==> src/rtl/sc_pkg.sv <==
package sc_pkg;

    typedef enum logic [1:0] {
        OP_UMUL = 2'b00,
        OP_BMUL = 2'b01,
        OP_SADD = 2'b10,
        OP_SPARE = 2'b11
    } sc_op_e;

    typedef struct packed {
        logic a;
        logic b;
        logic s;
    } sc_bits_t;

    // Galois feedback masks for maximal-length sequences
    function automatic logic [15:0] lfsr_mask(input int w);
        case (w)
            4:  return 16'h000C;
            5:  return 16'h0014;
            6:  return 16'h0030;
            7:  return 16'h0060;
            8:  return 16'h00B8;
            9:  return 16'h0110;
            10: return 16'h0240;
            11: return 16'h0500;
            12: return 16'h0E08;
            13: return 16'h1C80;
            14: return 16'h3802;
            15: return 16'h6000;
            default: return 16'hD008;
        endcase
    endfunction

endpackage

==> src/rtl/sc_lfsr_source.sv <==
module sc_lfsr_source #(
    parameter int W = 8,
    parameter int SEED = 1,
    parameter bit REVERSE = 1'b0
) (
    input  logic         clk,
    input  logic         rst,
    input  logic         load,
    input  logic         step,
    input  logic [W-1:0] thresh,
    output logic         bit_o
);
    import sc_pkg::*;

    localparam logic [W-1:0] MASK = W'(lfsr_mask(W));
    localparam logic [W-1:0] SEED_RAW = W'(SEED);
    localparam logic [W-1:0] SEED_V = (SEED_RAW == '0) ? W'(1) : SEED_RAW;

    logic [W-1:0] state;
    logic [W-1:0] cmp_val;

    always_ff @(posedge clk) begin
        if (rst || load) begin
            state <= SEED_V;
        end else if (step) begin
            state <= state[0] ? ((state >> 1) ^ MASK) : (state >> 1);
        end
    end

    generate
        if (REVERSE) begin : g_rev
            for (genvar i = 0; i < W; i++) begin : g_bit
                assign cmp_val[i] = state[W-1-i];
            end
        end else begin : g_fwd
            assign cmp_val = state;
        end
    endgenerate

    assign bit_o = (cmp_val < thresh);

endmodule

==> src/rtl/sc_gate_op.sv <==
module sc_gate_op (
    input  sc_pkg::sc_op_e   op,
    input  sc_pkg::sc_bits_t bits,
    output logic             y
);
    import sc_pkg::*;

    always_comb begin
        case (op)
            OP_BMUL: y = ~(bits.a ^ bits.b);
            OP_SADD: y = bits.s ? bits.b : bits.a;
            default: y = bits.a & bits.b;
        endcase
    end

endmodule

==> src/rtl/sc_count_decode.sv <==
module sc_count_decode #(
    parameter int W = 8
) (
    input  logic           clk,
    input  logic           rst,
    input  logic           start,
    input  logic           bit_i,
    input  sc_pkg::sc_op_e op,
    output logic           busy,
    output logic           done,
    output logic [W+1:0]   result
);
    import sc_pkg::*;

    localparam int LEN = 1 << W;
    localparam logic [W-1:0] LAST = W'(LEN - 1);

    logic [W-1:0] tick;
    logic [W:0]   ones;
    logic [W:0]   ones_nxt;
    logic [W+1:0] decoded;

    assign ones_nxt = ones + (W+1)'(bit_i);

    always_comb begin
        if (op == OP_BMUL) begin
            decoded = {ones_nxt, 1'b0} - (W+2)'(LEN);
        end else begin
            decoded = {1'b0, ones_nxt};
        end
    end

    always_ff @(posedge clk) begin
        if (rst) begin
            busy   <= 1'b0;
            tick   <= '0;
            ones   <= '0;
            done   <= 1'b0;
            result <= '0;
        end else begin
            done <= 1'b0;
            if (start) begin
                busy <= 1'b1;
                tick <= '0;
                ones <= '0;
            end else if (busy) begin
                ones <= ones_nxt;
                tick <= tick + 1'b1;
                if (tick == LAST) begin
                    busy   <= 1'b0;
                    done   <= 1'b1;
                    result <= decoded;
                end
            end
        end
    end

endmodule

==> src/rtl/sc_stream_datapath.sv <==
module sc_stream_datapath #(
    parameter int W = 8,
    parameter int SEED_A = 'h5D,
    parameter int SEED_B = 'hA7,
    parameter int SEED_S = 'h3C
) (
    input  logic         clk,
    input  logic         rst,
    input  logic         start,
    input  logic [1:0]   op_sel,
    input  logic [W-1:0] opnd_a,
    input  logic [W-1:0] opnd_b,
    output logic [W+1:0] result,
    output logic         done
);
    import sc_pkg::*;

    localparam logic [W-1:0] HALF = W'(1 << (W - 1));

    sc_op_e       op_q;
    logic [W-1:0] a_q;
    logic [W-1:0] b_q;
    logic         busy;
    sc_bits_t     bits;
    logic         gate_y;

    always_ff @(posedge clk) begin
        if (rst) begin
            op_q <= OP_UMUL;
            a_q  <= '0;
            b_q  <= '0;
        end else if (start) begin
            op_q <= sc_op_e'(op_sel);
            a_q  <= opnd_a;
            b_q  <= opnd_b;
        end
    end

    sc_lfsr_source #(.W(W), .SEED(SEED_A), .REVERSE(1'b0)) i_src_a (
        .clk(clk), .rst(rst), .load(start), .step(busy),
        .thresh(a_q), .bit_o(bits.a)
    );

    sc_lfsr_source #(.W(W), .SEED(SEED_B), .REVERSE(1'b1)) i_src_b (
        .clk(clk), .rst(rst), .load(start), .step(busy),
        .thresh(b_q), .bit_o(bits.b)
    );

    sc_lfsr_source #(.W(W), .SEED(SEED_S), .REVERSE(1'b0)) i_src_s (
        .clk(clk), .rst(rst), .load(start), .step(busy),
        .thresh(HALF), .bit_o(bits.s)
    );

    sc_gate_op i_gate (
        .op(op_q), .bits(bits), .y(gate_y)
    );

    sc_count_decode #(.W(W)) i_count (
        .clk(clk), .rst(rst), .start(start), .bit_i(gate_y), .op(op_q),
        .busy(busy), .done(done), .result(result)
    );

endmodule

==> config.mk <==
export PLATFORM = sky130hd
export DESIGN_NAME = sc_stream_datapath
export DESIGN_NICKNAME = d
export VERILOG_FILES = /design/src/rtl/sc_pkg.sv /design/src/rtl/sc_lfsr_source.sv /design/src/rtl/sc_gate_op.sv /design/src/rtl/sc_count_decode.sv /design/src/rtl/sc_stream_datapath.sv
export SDC_FILE = /design/constraint.sdc
export NUM_CORES = 1
export LEC_CHECK = 0
export BUFFER_PORTS_ARGS = -buffer_cell sky130_fd_sc_hd__buf_2
export CAP_MARGIN = 25
export CELL_PAD_IN_SITES_DETAIL_PLACEMENT = 1
export CELL_PAD_IN_SITES_GLOBAL_PLACEMENT = 2
export CORE_ASPECT_RATIO = 1.25
export CORE_UTILIZATION = 39
export CTS_CLUSTER_SIZE = 10
export DETAILED_ROUTE_END_ITERATION = 7
export PLACE_DENSITY_LB_ADDON = 0.1
export SKIP_LAST_GASP = 1
export SYNTH_ARGS = -nofsm -noshare
export SYNTH_HDL_FRONTEND = slang
export SYNTH_SLANG_ARGS = --single-unit
==> constraint.sdc <==
create_clock -name clk -period 5.2 [get_ports clk]
set_input_delay 0.52 -clock clk [delete_from_list [all_inputs] [get_ports clk]]
set_output_delay 0.52 -clock clk [all_outputs]
set_load 0.005 [all_outputs]
---- After elaboration in Yosys (flattened, before gate mapping) ----
Index checks and enable logic that the tools add are counted.
word-level totals
  register bits after elaboration ......... 71
  bits in latches ......................... 0
  bits in writable memories ............... 0
  memory bits (read-only) ................. 0
  input bits .............................. 21
  output and inout bits ................... 11
  word-level logic and storage cells ...... 42
  memories ................................ 0
cells by class
  $add $sub $neg .......................... 3
  $mul .................................... 0
  divide/modulo/power cells ............... 0
  magnitude comparators ................... 3
  equality and inequality tests ........... 3
  shift-type cells ........................ 0
  muxes and demuxes ....................... 10
  bitwise gates (word level) .............. 8
  reductions and logical operators ........ 4
operators by type and width
  operator                 count
  $mux W8                  3
  $lt A8 B8 Y1             2
  $not A3 Y4               3
  $mux W10                 1
  $sub A10 B9 Y10 const B  1
  $add A9 B1 Y9            1
  $add A8 B1 Y8 const B    1
  $eq A8 B8 Y1 const B     1
  $lt A8 B8 Y1 const B     1
  $mux W1                  5
  $not A1 Y1               3
  $reduce_and A3 Y1        1
  $reduce_or A3 Y1         1
  $eq A2 B1 Y1 const B     1
  $eq A2 B2 Y1 const B     1
  $pmux W1 S2              1
  $reduce_or A2 Y1         1
  $and A1 B1 Y1            1
  $logic_or A1 B1 Y1       1
  $xor A1 B1 Y1            1

---- Longest topological paths before layout ----
Gate-level depths: netlist of run 1.
  depth after elaboration ................. 7
  mapped depth ............................ 18

---- By module ----
From an unflattened synthesis of run 1, not the netlist that was laid out.
second synthesis, totals
  cells, all modules ...................... 388
  area, all modules ....................... 3,638.5 µm²
modules (own cells, without submodules)
  module                         times used  cells an instance  area each (µm²)  sequential area each (µm²)
  sc_count_decode                1           153                1,397.6          580.6
  sc_lfsr_source at i_src_a ...  2           55                 500.5            160.2
  sc_stream_datapath             1           60                 656.9            360.3
  sc_lfsr_source at i_src_b      1           55                 501.7            160.2
  sc_gate_op                     1           10                 81.3             0.0

---- Worst setup path after synthesis of run 1 ----
Ideal clock, no wire load.
  kind .................................... flip-flop to flip-flop
  start point ............................. reg i_src_a.state[0], in the netlist i_src_a.cmp_val[0]
  end point ............................... reg i_count.result[9]
  data arrival time ....................... 3,017 ps
  data required time ...................... 5,104 ps
  setup slack ............................. 2,087 ps
  cell stages (with the launch flop) ...... 17
  buffers on the path ..................... 1
  cells stage by stage .................... dfxtp_1 clkbuf_1 nand2b_1 a2111oi_0 a211o_1 and3_1 ha_1 o31ai_1 a41oi_1 o41ai_1 ha_1 ha_1 nand3_2 nor3_2 xor2_1 xnor2_1 o41ai_2
between the ends
  longest elaborated chain between the ends .. 7
ends and longest elaborated chain
  item                    line                   text
  from (decl)             sc_lfsr_source.sv:19   logic [W-1:0] state;
  from (signal assigned)  sc_lfsr_source.sv:26   state <= state[0] ? ((state >> 1) ^ MASK) : (state >> 1);
  $lt A8 B8 Y1 *          sc_lfsr_source.sv:40   assign bit_o = (cmp_val < thresh);
  $xor A1 B1 Y1           sc_gate_op.sv:10       OP_BMUL: y = ~(bits.a ^ bits.b);
  $not A1 Y1              sc_gate_op.sv:10
  $pmux W1 S2 *           sc_gate_op.sv:9        case (op)
  $add A9 B1 Y9 *         sc_count_decode.sv:23  assign ones_nxt = ones + (W+1)'(bit_i);
  $sub A10 B9 Y10 *       sc_count_decode.sv:27  decoded = {ones_nxt, 1'b0} - (W+2)'(LEN);
  $mux W10 *              sc_count_decode.sv:26  if (op == OP_BMUL) begin
  to (signal assigned)    sc_count_decode.sv:52  result <= decoded;
  to (decl)               sc_count_decode.sv:11  output logic [W+1:0] result
Every way passes the cells marked *; elsewhere a longest branch is shown, timed or not.
A chain may end at the register's enable or synchronous reset.

---- Worst setup path in the final report of run 1 ----
  start point ............................. reg a_q[1]
  end point ............................... reg i_count.result[9]
between the ends
  longest elaborated chain between the ends .. 7
ends and longest elaborated chain
  item                    line                      text
  from (decl)             sc_stream_datapath.sv:21  logic [W-1:0] a_q;
  from (signal assigned)  sc_stream_datapath.sv:34  a_q <= opnd_a;
  $lt A8 B8 Y1 *          sc_lfsr_source.sv:40
  $xor A1 B1 Y1           sc_gate_op.sv:10
  $not A1 Y1              sc_gate_op.sv:10
  $pmux W1 S2 *           sc_gate_op.sv:9
  $add A9 B1 Y9 *         sc_count_decode.sv:23
  $sub A10 B9 Y10 *       sc_count_decode.sv:27
  $mux W10 *              sc_count_decode.sv:26
Marked as above.

==> metrics.yaml, run 1 <==
status: "complete, no violations"
io_pins: 32
antenna_cells: 0
ys_ff_latch: 71
fin_setup_tns_ps: 0
die_h_um: 106
place_inst: 480
final_util: 0.455
syn_area_um2: 3370
ir_worst_vdd_mv: 0.165
max_stage_delay_ps: 380
finalClockSkew_ps: 6.08
crit_path_end_kind: "flip-flop"
critical_path.max_fanout: 5
vias: 2518
stdcell_count: 498
post_cts_resized: 0
grt_setup_unrepaired: "no"
cp_data_required_time_ps: 5450
die-area_um2: 9030
period_share: 0.666
path_clk_slew_ps: 70
crit_buf_inv: 1
antenna_found_initial: 0
port_buffers: 31
maxSlewViolCount: 0
htreeDepth: 3
grt_pass1_vias: 2563
path_cells: "inv_1 -> ha_1 -> a2111oi_0 -> a211o_1 -> and3_1 -> ha_1 -> o31ai_1 -> a41oi_1 -> o41ai_1 -> ha_1 -> ha_1 -> nand3_2 -> nor3_2 -> xor2_1 -> xnor2_1 -> o41ai_2"
drtPass1Iterations: 4
synth_top_area_cell: "dfxtp_1"
synthToLayoutAreaGrowth_pct: 12.5
start_util: 0.405
synth_seq_area_share: 0.421
power_uw: 1130
drc_errors: 0
hold_buffers: 0
power_density_nw_per_um2: 298
drive_above_1_share: 0.147
max_freq_ghz: 0.289
cpMaxStageDelayCell: "a2111oi_0"
overflow: 0
cts_tree: "yes"
min_period_ps: 3470
wirelength_um: 7150
layout.filler_cells: 991
clk_latency_ps: 350
coreArea_um2: 8330
nets: 437
avgViaCountPerCell: 5.06
crit_path_frequent_cell: "ha_1"
synth_warnings: 0
synth_cell_types: 39
yosys-top-cells-area: "dfxtp_1 42%, mux2i_1 12%, ha_1 7.4%"
num_rows: 37
worst_pin_slew_ps: 703
die_w_um: 85.2
wl_per_cell_um: 14.4
critPathKind: "flip-flop to flip-flop"
drt-initial-drc-count: 62
dp_hpwl_um: 5050
syn_nets: 414
grt_usage: 0.175
post-cts-setup-buffer-count: 0
path_delay_family: "compound AO/OA/AOI/OAI gates"
antenna_left: 0
cts_buffers: 9
maxCapViolCount: 0
slew_headroom: 0.532
setup_viol: 0
cts_sinks: 71
place_congestion: 0.764
min_path_type: "input port to flip-flop"
startpoint_type: "flip-flop"
cts_root_buffer: "clkbuf_8"
clockBufferDepth: 2
yosysTopAreaCellShare: 0.421
p_leak_uw: 0.00158
hold_violations: 0
cp_data_arrival_time_ps: 3710
avgSynthCellArea_um2: 9.04
grt_max_degree: 49
synthCells: 373
grt_pass1_wl_um: 12200
-- flip-flops by register name, summed over array words and instances, names as in the netlist --
name and flops:
i_count.ones 9, op_q 2, i_count.done 1, a_q 8
b_q 8, i_src_b.state 8, i_src_a.cmp_val 8, i_count.tick 8
i_src_s.cmp_val 8, i_count.result 10, i_count.busy 1
-- worst register-to-register path: stages, from the launching register on --
cell	delay, ps
dfxtp_1	330
inv_1	40
ha_1	280
a2111oi_0	380
a211o_1	180
and3_1	170
ha_1	230
o31ai_1	250
a41oi_1	70
o41ai_1	90
ha_1	250
ha_1	240
nand3_2	150
nor3_2	150
xor2_1	240
xnor2_1	110
o41ai_2	200
-- path summary, 6_finish.rpt --
check,from,end,slack (ps),cells past startpoint
max,a_q[1]$_SDFFE_PP0P_,i_count.result[9]$_SDFFE_PP0P_,1730,16
min,opnd_a[2],a_q[2]$_SDFFE_PP0P_,400,3
max reg2reg,a_q[1]$_SDFFE_PP0P_,i_count.result[9]$_SDFFE_PP0P_,1730,16
min reg2reg,i_count.result[6]$_SDFFE_PP0P_,i_count.result[6]$_SDFFE_PP0P_,450,2
-- cells by family after synthesis --
logic type,share of synthesized area
and+or+nand+nor,0.180
DFF,0.421
buffers and inverters,0.0556
AOI/OAI and AO/OA,0.0809
muxes,0.116
xor gates and xnor gates,0.0727
adders and majority gates,0.0742
-- cells in the mapped netlist --
| library cell | n |
|---|---|
| nand2_1 | 37 |
| nand4_1 | 8 |
| a31o_2 | 1 |
| a41o_1 | 1 |
| nor3_2 | 2 |
| nand3b_1 | 3 |
| nor3b_1 | 2 |
| nand3_1 | 9 |
| o41ai_2 | 2 |
| or3_1 | 4 |
| o211ai_1 | 2 |
| clkbuf_1 | 12 |
| a21oi_1 | 9 |
| buf_2 | 6 |
| a2111oi_0 | 1 |
| a41oi_1 | 1 |
| dfxtp_1 | 71 |
| xor2_1 | 11 |
| nor2_4 | 1 |
| mux2i_1 | 39 |
| o21ai_0 | 13 |
| nand3_2 | 1 |
| inv_1 | 25 |
| a211oi_1 | 4 |
| buf_1 | 2 |
| or2_2 | 1 |
| nand4_2 | 2 |
| a211o_1 | 2 |
| o31ai_1 | 1 |
| a21o_1 | 1 |
| nand2b_1 | 3 |
| nor2b_1 | 1 |
| nor2_1 | 53 |
| o21a_1 | 1 |
| ha_1 | 20 |
| buf_6 | 1 |
| and3_1 | 2 |
| o41ai_1 | 1 |
| xnor2_1 | 17 |
-- routing by layer --
layer / track usage / up-vias / wire, um
met5: 0 / - / 0
met4: 0.0678 / 0 / 138
met3: 0.0520 / 14 / 235
met2: 0.303 / 30 / 3530
met1: 0.202 / 1172 / 3240
li1: - / 1302 / -
-- per-stage QoR --
step           area (um2)  hold WS [ps]  setup slack, ps
6_report             3790           404             1730
5_1_grt              3790           399             1450
4_1_cts              3770           396             1720
3_5_place_dp         3560           446             1760
3_3_place_gp         3560           440             1900
2_1_floorplan        3370           439             2090
-- cell usage in the layout, fill, tap and decap left out, types with 3 or more instances in the layout --
master	Yosys	layout
dfxtp_1	71	70
nor2_1	53	53
mux2i_1	39	39
nand2_1	37	37
buf_2	6	31
inv_1	25	25
ha_1	20	20
xnor2_1	17	17
o21ai_0	13	13
clkbuf_8	0	12
xor2_1	11	11
a21oi_1	9	9
nand3_1	9	9
nand4_1	8	8
a211oi_1	4	4
or3_1	4	4
nand2b_1	3	3
nand3b_1	3	3
-- final cells by class --
cell class	instances	area, um2	share of cell area
Clock inverter	3	40.0	0.0106
Timing Repair Buffer	33	183	0.0482
Clock buffer	13	169	0.0445
Sequential cell	71	1420	0.375
Tap cell	97	121	0.0320
Multi-Input combinational cell	256	1760	0.465
Inverter	25	93.8	0.0247
-- report_power, final --
group,total (uW),switching [uW],internal [uW]
sequential,569,11.0,558
clock,464,204,260
combinational,96.1,53.7,42.4
Note: power is estimated with default switching activity, not from simulation.
==> run 2, diff against run 1 <==
CORE_UTILIZATION = 36   (was 39)
clock period = 3.4 ns   (was 5.2 ns; I/O delays follow)
==> run 2 against run 1 <==
Compared with the run above: non-clock buffer count increased by 6; worst hold slack got worse by 160 ps; clock power increased by 110%; critical path depth decreased by 1; power increased by 77%; global-route usage increased by 0.080 points; routed wire length increased by 9.8%; core utilization decreased by 0.55 points; clock skew decreased by 0.61 ps; first-iteration DRC count increased by 32%; critical endpoint is now i_count.result[8]$_SDFFE_PP0P_.
==> metrics.yaml, run 2 (synthesized netlist as in run 1, its figures left out) <==
status: "complete, no violations"
port_buffers: 31
layout.filler_cells: 1070
avgViaCountPerCell: 4.86
layout_common_cells: "61 x dfxtp_1, 51 x nor2_1, 39 x mux2i_1, 37 x nand2_1, 31 x buf_2"
min_period_ps: 3390
io_pins: 32
hold_buffers: 0
cts_root_buffer: "clkbuf_16"
cts_tree: "yes"
power_density_nw_per_um2: 487
clockBufferDepth: 2
grt_pass1_vias: 2660
period_share: 0.996
antenna_left: 0
start_util: 0.370
slew_headroom: 0.526
drive_above_1_share: 0.226
drc_errors: 0
drtPass1Iterations: 4
largest_reg_flops: 10
multi_input_area_um2: 1900
vias: 2577
critPathKind: "flip-flop to flip-flop"
antenna_cells: 0
place_congestion: 0.705
maxSlewViolCount: 0
min_path_type: "input port to flip-flop"
num_rows: 39
clk_latency_ps: 330
largestRegisters: "i_count.result (10), i_count.ones (9)"
ir_worst_vdd_mv: 0.366
stdcell_count: 530
cts_sinks: 71
crit_path_end_kind: "flip-flop"
nets: 443
cts_buffers: 9
worst_pin_slew_ps: 710
placed_area_um2: 3620
final_common_cell: "dfxtp_1"
drt-initial-drc-count: 82
startpoint_type: "flip-flop"
die_h_um: 110
grt_usage: 0.176
critical_path.max_fanout: 5
path_clk_slew_ps: 50
cp_data_required_time_ps: 3630
wirelength_um: 7850
coreArea_um2: 9130
max_freq_ghz: 0.295
p_leak_uw: 0.00168
wl_per_cell_um: 14.8
overflow: 0
regMostFlops: "i_count.result"
finalClockSkew_ps: 5.47
die-area_um2: 9760
cp_data_arrival_time_ps: 3620
synthToLayoutAreaGrowth_pct: 21.7
setup_viol: 0
die_w_um: 88.6
final_area_um2: 4100
antenna_found_initial: 0
fin_setup_tns_ps: 0
htreeDepth: 3
place_inst: 510
dp_hpwl_um: 5440
maxCapViolCount: 0
seqCellArea_um2: 1430
grt_max_degree: 48
grt_pass1_wl_um: 12800
hold_violations: 0
min_path_cells: 3
reg2reg_depth: 15
==> run 2: cell types whose count changed in the layout (fill, tap and decap cells not counted), moves of 2 or more <==
cell       delta
clkbuf_16     +9
clkbuf_8      -9
dfxtp_1       -9
dfxtp_2       +9
buf_4         +7
ha_1          -6
ha_4          +5
inv_1         -4
inv_2         +4
nor2_1        -2
nor2_2        +2
o21ai_0       -2
==> run 2: final cells by class <==
cell class,count,area share
clock inverter,3,0.00976
multi-input combinational,256,0.462
inverter,25,0.0229
timing repair buffer,39,0.0524
sequential,71,0.349
tap,123,0.0375
clock buffer,13,0.0659
==> run 2: per-layer routing <==
metal	vias up	GRT usage	wire (um)
met2	29	0.315	4070
met4	0	0.0864	167
li1	1308	-	-
met3	11	0.0268	150
met5	-	0	0
met1	1229	0.201	3450
==> run 2: timing repair <==
item                                    4_1_cts  5_1_grt
endpoints found under the setup margin        3        8
setup buffers                                 1        3
gates cloned                                  0        0
endpoints found under the hold margin         0        0
pin swaps                                     3       13
resized for setup                             4       30
==> run 2: final timing paths <==
path	end	slack [ps]	start
setup / recovery	i_count.result[8]$_SDFFE_PP0P_	10	i_src_a.cmp_val[6]$_SDFFE_PP1P_
hold / removal	a_q[4]$_SDFFE_PP0P_	250	opnd_a[4]
setup reg to reg	i_count.result[8]$_SDFFE_PP0P_	10	i_src_a.cmp_val[6]$_SDFFE_PP1P_
hold reg to reg	i_count.result[2]$_SDFFE_PP0P_	460	i_count.result[2]$_SDFFE_PP0P_
==> run 2: per-stage QoR <==
| step | total power, uW | hold WS (ps) | setup slack (ps) | utilization |
|---|---|---|---|---|
| final | 2000 | 246 | 14.2 | 0.450 |
| after global routing | 2090 | 247 | -145 | 0.450 |
| after CTS | 2020 | 240 | 12.3 | 0.432 |
| after detailed placement | 1040 | 452 | -49.3 | 0.397 |
| after global placement | 1030 | 438 | 152 | 0.397 |
| after floorplan | 994 | 439 | 287 | - |
==> run 2: where the power goes <==
group | total [uW] | switching, uW | internal, uW
registers | 872 | 16.9 | 855
logic | 163 | 92.0 | 70.6
clock network | 964 | 338 | 625
total | 2000 | 447 | 1550
==> run 2: worst max-delay path: stages, from the launching register on <==
cell     delay, ps
dfxtp_1        430
ha_4           240
nor2b_1        120
o21ai_0        310
and3_1         220
ha_1           220
o31ai_1        250
a41oi_1        110
o41ai_2         90
ha_2           270
ha_4           160
nand3_4        100
nor3_4         230
xor2_2         200
nor2_2          60
o41ai_2        270
